`src/rtl/mmu_pkg.sv`:
```
package mmu_pkg;
  localparam int MODE_W = 16;
  localparam int V_LO   = 0;
  localparam int F_LO   = 3;
  localparam int P1_B   = 10;
  localparam int R0_B   = 11;
  localparam int R1_B   = 12;
  localparam int M0_B   = 13;
  localparam int M1_B   = 14;
  localparam int TY_B   = 15;
  localparam logic [15:0] REG_BASE = 16'hFFC0;

  typedef enum logic [2:0] {
    RG_RAM, RG_ROM0, RG_ROM1, RG_ROM2, RG_IO0, RG_IO1, RG_IO2, RG_BOOT
  } region_e;

  // which region an access falls in
  function automatic region_e region_of(input logic [15:0] a, input logic we,
                                        input logic all_ram);
    if (a < 16'h8000 || (!we && all_ram && a < 16'hFF00)) return RG_RAM;
    if (a < 16'hC000 || a >= 16'hFFE0) return a[13] ? RG_ROM1 : RG_ROM0;
    if (a < 16'hFF00) return RG_ROM2;
    if (a < 16'hFF60) return region_e'(3'd4 + {1'b0, a[6:5]});
    return RG_BOOT;
  endfunction

  // offset inside the selected region
  function automatic logic [13:0] offset_of(input region_e r, input logic [15:0] a);
    case (r)
      RG_ROM0, RG_ROM1:        return {1'b0, a[12:0]};
      RG_ROM2:                 return a[13:0];
      RG_IO0, RG_IO1, RG_IO2:  return {9'd0, a[4:0]};
      RG_BOOT:                 return {7'd0, 7'(a[6:0] - 7'h60)};
      default:                 return '0;
    endcase
  endfunction

  function automatic logic [15:0] ram_xlate(input logic [15:0] a, input logic paged);
    return {a[15] | paged, a[14:0]};
  endfunction

  function automatic logic write_through(input logic [15:0] a, input logic we,
                                         input logic all_ram);
    return we && all_ram && a >= 16'h8000 && a < 16'hFF00;
  endfunction
endpackage

```
`src/rtl/mmu_mode_reg.sv`:
```
module mmu_mode_reg #(
  parameter int W = 16,
  localparam int IW = $clog2(W)
) (
  input  logic          clk,
  input  logic          rst_n,
  input  logic          upd,
  input  logic [IW-1:0] idx,
  input  logic          val,
  output logic [W-1:0]  q
);
  for (genvar g = 0; g < W; g++) begin : g_bit
    always_ff @(posedge clk or negedge rst_n) begin
      if (!rst_n)                        q[g] <= 1'b0;
      else if (upd && idx == IW'(g))     q[g] <= val;
    end
  end
endmodule

```
`src/rtl/mmu_addr_decode.sv`:
```
module mmu_addr_decode
  import mmu_pkg::*;
(
  input  logic [15:0] addr,
  input  logic        strobe,
  input  logic        we,
  input  logic        all_ram,
  input  logic        paged,
  output logic [7:0]  region_sel,
  output logic [13:0] dev_offset,
  output logic [15:0] ram_addr,
  output logic        ram_we
);
  region_e rg;
  assign rg = region_of(addr, we, all_ram);

  always_comb begin
    region_sel = '0;
    dev_offset = '0;
    if (strobe) begin
      region_sel[rg] = 1'b1;
      dev_offset     = offset_of(rg, addr);
    end
  end

  assign ram_addr = ram_xlate(addr, paged);
  assign ram_we   = strobe && we && (rg == RG_RAM || write_through(addr, we, all_ram));
endmodule

```
`src/rtl/mmu_rate_sel.sv`:
```
module mmu_rate_sel #(
  parameter int BASE_DIV = 4,
  localparam int DIV_W = $clog2(BASE_DIV*4 + 1)
) (
  input  logic [1:0]       code,
  output logic             fast,
  output logic [DIV_W-1:0] div
);
  assign fast = |code;
  assign div  = fast ? DIV_W'(BASE_DIV*2) : DIV_W'(BASE_DIV*4);
endmodule

```
`src/rtl/mode_map_unit.sv`:
```
module mode_map_unit
  import mmu_pkg::*;
#(
  parameter int BASE_DIV = 4,
  localparam int DIV_W = $clog2(BASE_DIV*4 + 1)
) (
  input  logic             clk,
  input  logic             rst_n,
  input  logic [15:0]      bus_addr,
  input  logic             bus_strobe,
  input  logic             bus_we,
  output logic [7:0]       region_sel,
  output logic [13:0]      dev_offset,
  output logic [15:0]      ram_addr,
  output logic             ram_we,
  output logic [2:0]       vid_mode,
  output logic [6:0]       disp_base,
  output logic             page_hi,
  output logic [1:0]       rate_code,
  output logic [1:0]       mem_size,
  output logic             all_ram,
  output logic             rate_fast,
  output logic [DIV_W-1:0] cpu_div
);
  logic [MODE_W-1:0] mode_q;
  logic              upd_evt;
  logic              map_all_ram;
  logic              map_paged;

  // a write into the control window
  assign upd_evt = bus_strobe && bus_we && (bus_addr[15:5] == REG_BASE[15:5]);

  mmu_mode_reg #(.W(MODE_W)) u_reg (
    .clk(clk), .rst_n(rst_n), .upd(upd_evt),
    .idx(bus_addr[4:1]), .val(bus_addr[0]), .q(mode_q)
  );

  assign map_all_ram = mode_q[M1_B] && mode_q[TY_B];
  assign map_paged   = mode_q[M1_B] && !mode_q[TY_B] && mode_q[P1_B];

  mmu_addr_decode u_dec (
    .addr(bus_addr), .strobe(bus_strobe), .we(bus_we),
    .all_ram(map_all_ram), .paged(map_paged),
    .region_sel(region_sel), .dev_offset(dev_offset),
    .ram_addr(ram_addr), .ram_we(ram_we)
  );

  mmu_rate_sel #(.BASE_DIV(BASE_DIV)) u_rate (
    .code(mode_q[R1_B:R0_B]), .fast(rate_fast), .div(cpu_div)
  );

  assign vid_mode  = mode_q[V_LO +: 3];
  assign disp_base = mode_q[F_LO +: 7];
  assign page_hi   = mode_q[P1_B];
  assign rate_code = mode_q[R1_B:R0_B];
  assign mem_size  = mode_q[M1_B:M0_B];
  assign all_ram   = mode_q[TY_B];
endmodule

```
`config.mk`:
```
export PLATFORM = sky130hd
export DESIGN_NAME = mode_map_unit
export DESIGN_NICKNAME = d
export VERILOG_FILES = /design/src/rtl/mmu_pkg.sv /design/src/rtl/mmu_mode_reg.sv /design/src/rtl/mmu_addr_decode.sv /design/src/rtl/mmu_rate_sel.sv /design/src/rtl/mode_map_unit.sv
export SDC_FILE = /design/constraint.sdc
export NUM_CORES = 1
export LEC_CHECK = 0
export BUFFER_PORTS_ARGS = -buffer_cell sky130_fd_sc_hd__buf_2
export CAP_MARGIN = 25
export CORE_AREA = 2 2 62 64
export CTS_CLUSTER_DIAMETER = 120
export DETAILED_ROUTE_END_ITERATION = 10
export DIE_AREA = 0 0 64 66
export GPL_ROUTABILITY_DRIVEN = 0
export PLACE_DENSITY = 0.86
export SETUP_SLACK_MARGIN = 0.2
export SLEW_MARGIN = 20
export SYNTH_ARGS = -nofsm -noshare
export SYNTH_HDL_FRONTEND = slang
export SYNTH_SLANG_ARGS = --single-unit
```
`constraint.sdc`:
```
create_clock -name clk -period 1.5 [get_ports clk]
set_input_delay 0.15 -clock clk [delete_from_list [all_inputs] [get_ports clk]]
set_output_delay 0.15 -clock clk [all_outputs]
set_load 0.02 [all_outputs]
```
* Word level (Yosys, flattened, before mapping) *
Cells that the tools add are included.

cells by class
  add/subtract/negate cells = 2
  magnitude comparators = 8
  equal/unequal tests = 23
  multiplexer cells = 25
  bitwise operators = 1
  reductions and logical operators = 38

operators by type and width
  operator              count
  $lt 16x16->1 const B  4
  $pmux 14 s4           1
  $eq 4x4->1 const B    8
  $ge 16x16->1 const B  2
  $logic_and 1x1->1     28
  $mux 3                8
  $eq 4x3->1 const B    4
  $mux 14               1
  $eq 3x3->1 const B    4
  $eq 11x11->1 const B  1
  $mux 1                11
  $eq 4x2->1 const B    2
  $mux 8                1
  $sub 7x7->7 const B   1
  $eq 3x2->1 const B    2
  $mux 5                1
  $eq 4x1->1 const B    1
  $logic_not 4->1       1
  $lt 3x4->1 const B    1
  $reduce_or 2->1       2
  $add 3x2->3 const A   1
  $demux 1 s3           1
  $eq 3x1->1 const B    1
  $ge 3x1->1 const B    1
  6 further kinds       9

word-level totals
  register bits after elaboration = 16
  input bits = 20
  output and inout bits = 61
  word-level logic and storage cells = 113

* Depth between registers and ports, before layout *
  word-level depth = 20
  gate-level depth with buffers = 7
  mapped depth without buffers = 6

* Cells and area by module *
Synthesis repeated with hierarchy kept, for this count alone.

unflattened totals
  cell total of the unflattened synthesis = 153
  area total of the unflattened synthesis = 1378.8 um^2

modules (own cells, without submodules)
  module           instances  cells an instance  area each (um^2)  seq. area each (um^2)
  mmu_mode_reg     1          59                 725.7             400.4
  mmu_addr_decode  1          79                 559.3             0.0
  mode_map_unit    1          8                  50.0              0.0
  mmu_rate_sel     1          7                  43.8              0.0

* Least setup slack after synthesis *
OpenSTA, ideal clock, no wires.

  path kind = input to output
  start = input bus_addr[15]
  end = output dev_offset[5]
  data arrival time = 1.654 ns
  data required time = 1.350 ns
  path slack = -0.304 ns
  cell stages on the path = 5
  path buffers = 1
  path through = buf_2 -> nand4_2 -> nor2_2 -> o311ai_0 -> a311oi_1

between the ends
  cells in the longest elaborated chain, start to end = 13
  elaborated cells between the ends (all ways) = 36
  those cells by class = 5 x order compare; 7 x eq/ne; 19 x mux; 5 x reduce/logical

ends and longest elaborated chain
  what                                                line                          RTL
  start, declared                                     mode_map_unit.sv:9            input logic [15:0] bus_addr,
  $lt 16x16->1, or another cell as far along          mmu_pkg.sv:23                 if (a < 16'hFF60) return region_e'(3'd4 + {1'b0, a[6:5]});
  $mux 1 or $logic_or 1x1->1 (tied branches)          mmu_pkg.sv:23, mmu_pkg.sv:21
  $mux 1 or $mux 3 (tied branches)                    mmu_pkg.sv:23, mmu_pkg.sv:21
  $mux 1 or $mux 3 (tied branches)                    mmu_pkg.sv:22                 if (a < 16'hFF00) return RG_ROM2;
  $mux 1 or $mux 3 (tied branches)                    mmu_pkg.sv:21, mmu_pkg.sv:23
  $mux 3                                              mmu_pkg.sv:24                 return RG_BOOT;
  $mux 3                                              mmu_pkg.sv:23
  $mux 3                                              mmu_pkg.sv:22
  $mux 3 (*)                                          mmu_pkg.sv:21                 if (a < 16'hC000 || a >= 16'hFFE0) return a[13] ? RG_ROM1 : RG_ROM0;
  $eq 3x3->1, or another cell as far along            mmu_pkg.sv:29                 case (r)
  $reduce_or 3->1 or $reduce_or 2->1 (tied branches)  mmu_pkg.sv:29
  $pmux 14 s4 (*)                                     mmu_pkg.sv:29
  $mux 14 (*)                                         mmu_addr_decode.sv:20         if (strobe) begin
  end, declared                                       mode_map_unit.sv:13           output logic [13:0] dev_offset,

Mark *: on every way between the ends. The rest lies on a longest branch, timed or not. The select of a mux whose other input is x is not followed.

* Final worst setup path *
  start = register u_reg.q[15]
  end = output dev_offset[7]

between the ends
  cells in the longest elaborated chain, start to end = 10
  elaborated cells between the ends (all ways) = 17
  those cells by class = 7 x eq/ne; 4 x mux; 6 x reduce/logical

ends and longest elaborated chain
  what                                                line                   RTL
  start, declared                                     mmu_mode_reg.sv:10     output logic [W-1:0] q
  start signal, assigned by index                     mmu_mode_reg.sv:15     else if (upd && idx == IW'(g)) q[g] <= val;
  $logic_and 1x1->1 (*)                               mode_map_unit.sv:38    assign map_all_ram = mode_q[M1_B] && mode_q[TY_B];
  $logic_and 1x1->1 (*) (2 in a row)                  mmu_pkg.sv:20          if (a < 16'h8000 || (!we && all_ram && a < 16'hFF00)) return RG_RAM;
  $logic_or 1x1->1 (*)                                mmu_pkg.sv:20
  $mux 1 (*)                                          mmu_pkg.sv:20
  $mux 3 (*)                                          mmu_pkg.sv:21
  $eq 3x3->1, or another cell as far along            mmu_pkg.sv:29
  $reduce_or 3->1 or $reduce_or 2->1 (tied branches)  mmu_pkg.sv:29
  $pmux 14 s4 (*)                                     mmu_pkg.sv:29
  $mux 14 (*)                                         mmu_addr_decode.sv:20

Mark *: on every way between the ends. The rest lies on a longest branch, timed or not.

==> flow_metrics.tcl <==
set metrics [dict create \
    initial_utilization 0.377 \
    drv_slew 0 \
    cap_violations 0 \
    fin_crit_ns 1.60 \
    post_drt_wl_per_cell_um 17.9 \
    period_share 1.07 \
    worstSetupPathType "reg2out" \
    seq_area_frac_synth 0.299 \
    fin_ws_ns -0.104 \
    grt_pass1_wl_um 8240 \
    rsz0062_at_grt "true" \
    setup.worst_path.start_class "register" \
    netlist_area_mm2 0.00134 \
    synth.area.top_cells "dfrtp_1 (30%), buf_4 (11%), mux2_2 (7.6%), mux2_1 (5.9%), nand3_1 (4.9%)" \
    core_area_mm2 0.00355 \
    synth_xor_area_frac 0 \
    ios 81 \
    clkLatencyLatePin_ns 0.28 \
    ctsHtreeMaxLevel 1 \
    cp-end-kind "primary output" \
    fp.dieArea_mm2 0.00422 \
    fin_skew_ns 0 \
    clk_pin_slew_worst_paths_ns 0.09 \
    hold_path.class "in2reg" \
    crit_path_max_fanout 7 \
    ant_nets 0 \
    fin_total_pwr_mw 1.11 \
    synth_top_area_frac 0.299 \
    place_inst 279 \
    synth_common_cells "buf_4 (19), dfrtp_1 (16), nand3_1 (13)" \
    synth.avg_cell_area_um2 9.10 \
    drive_above_1_share 0.768 \
    post-route-util 0.742 \
    largest_reg_flops 16 \
    antenna_found_initial 0 \
    vias_per_cell 5.33 \
    synth_edf_count 0 \
    grt_overflow 0 \
    powerDensity_mw_per_mm2 422 \
    synthAdderAreaFrac 0.0187 \
    synth-seq-cells 16 \
    grt_max_degree 17 \
    violations "setup timing" \
    setup_violations 20 \
    fp.dieW_um 64 \
    port_buffers 77 \
    largest-register "u_reg.q" \
    synthSimpleGateAreaFrac 0.314 \
    ir_drop_uv 528 \
    gr-usage-all-layers 0.251 \
    route.vias.total 1567 \
    yosysTopAreaCell "dfrtp_1" \
    fmax_mhz 623 \
    startpoint "u_reg.q[15]" \
    hold_viol 0 \
    drtIter0Drc 75 \
    routed_wl_um 5270 \
    antenna_cells 0 \
    hold_ws_ns 0.155 \
    dpl.hpwl_um 3200 \
    fin_cells 294 \
    synthFlopType "dfrtp_1" \
    required_ns 1.35 \
    rows 22 \
    drc 0 \
    nets 269 \
    status "complete, but fails checks" \
    synth.most_common_cell "buf_4" \
    muxShareOfSynthArea 0.135 \
    largestRegisters "u_reg.q x16" \
    hp-start "bus_addr[0]" \
    dp_slack_ns -0.212 \
    syn_inst 147 \
    firstDrtPassIters 4 \
    clkSinkCount 16 \
    numCtsBuffers 3 \
    synth_compound_area_frac 0.0907 \
    yosys_warnings 0 \
    synthArstFlopShare 1.00 \
    die_h_um 66 \
    yosysUniqueCellTypes 38 \
    grt_pass1_vias 1616 \
    synth_top_family_by_area "simple AND/OR/NAND/NOR gates" \
    cts_buffer_depth 2 \
    critPathArrivalTime_ns 1.45 \
    cts_tree "built" \
    p_leak_nw 1.28 \
    area_growth_pct 97.1 \
    rr_startpoint "u_reg.q[15]" \
    cts_root_buffer "clkbuf_4" \
]
## per-layer routing
layer | routed length [um] | global-route usage | vias up
met5 | 0 | 0 | -
met4 | 105 | 0.117 | 0
met3 | 215 | 0.0290 | 10
met2 | 2940 | 0.487 | 62
met1 | 2000 | 0.269 | 777
li1 | - | - | 718
## path summary, 6_finish.rpt
path | cells past startpoint | slack [ns] | to
max | 4 | -0.10 | dev_offset[7]
min | 2 | 0.16 | u_reg.q[14]
max reg2reg | 2 | 0.55 | u_reg.q[15]
min reg2reg | 1 | 0.50 | u_reg.q[8]
max in group asynchronous | 2 | 0.91 | u_reg.q[15]
min in group asynchronous | 2 | 0.31 | u_reg.q[5]
## critical path: stages, from the launching register on
cell	delay [ns]
dfrtp_2	0.40
nand2_4	0.07
o311a_4	0.41
and3_4	0.17
buf_6	0.12
## layout make-up
cell class | instances | area [um^2]
Timing Repair Buffer | 118 | 972
Inverter | 2 | 20.0
Tap cell | 48 | 60.1
Fill cell | 234 | 915
Sequential cell | 16 | 403
Multi-Input combinational cell | 106 | 1150
Clock buffer | 4 | 26.3
## kinds of logic after synthesis
kind of cell | after synthesis
multiplexers | 16
other | 1
flip-flops | 16
AO/OA/AOI/OAI | 17
adder cells (fa/ha/maj) | 2
AND/OR/NAND/NOR | 67
buffers and inverters | 28
## repair_timing
item,CTS,global route
setup endpoints to repair,35,38
cloned,2,0
hold endpoints to repair,16,0
hold buffers,1,0
pin swaps,21,13
buffers inserted,5,3
resized for setup,103,18
## power by group
| group | internal [mW] | switching [mW] |
|---|---|---|
| registers | 0.431 | 0.0000537 |
| clock network | 0.103 | 0.130 |
| logic | 0.204 | 0.243 |
## stage by stage
| stage | TNS [ns] | area (um^2) |
|---|---|---|
| finish | -1.49 | 2640 |
| global route | -2.54 | 2640 |
| CTS | -1.30 | 2550 |
| detailed placement | -4.14 | 2040 |
| global placement | -3.26 | 2040 |
| floorplan | 0 | 1560 |
## placed cells by master (no fill, tap or decap), types with 3 or more instances in the layout
cell       n
a21oi_1    3
and2_4     6
nand3_4    7
nand4b_1   5
nand2_1    5
buf_8      6
nand4_1    4
buf_2     42
buf_4     39
mux2_4    15
buf_6     27
clkbuf_4   3
nor2_1     5
dfrtp_1   14
conb_1     3
nand3_1    4
and3_4     7
Note: power is estimated with default switching activity, not from simulation.
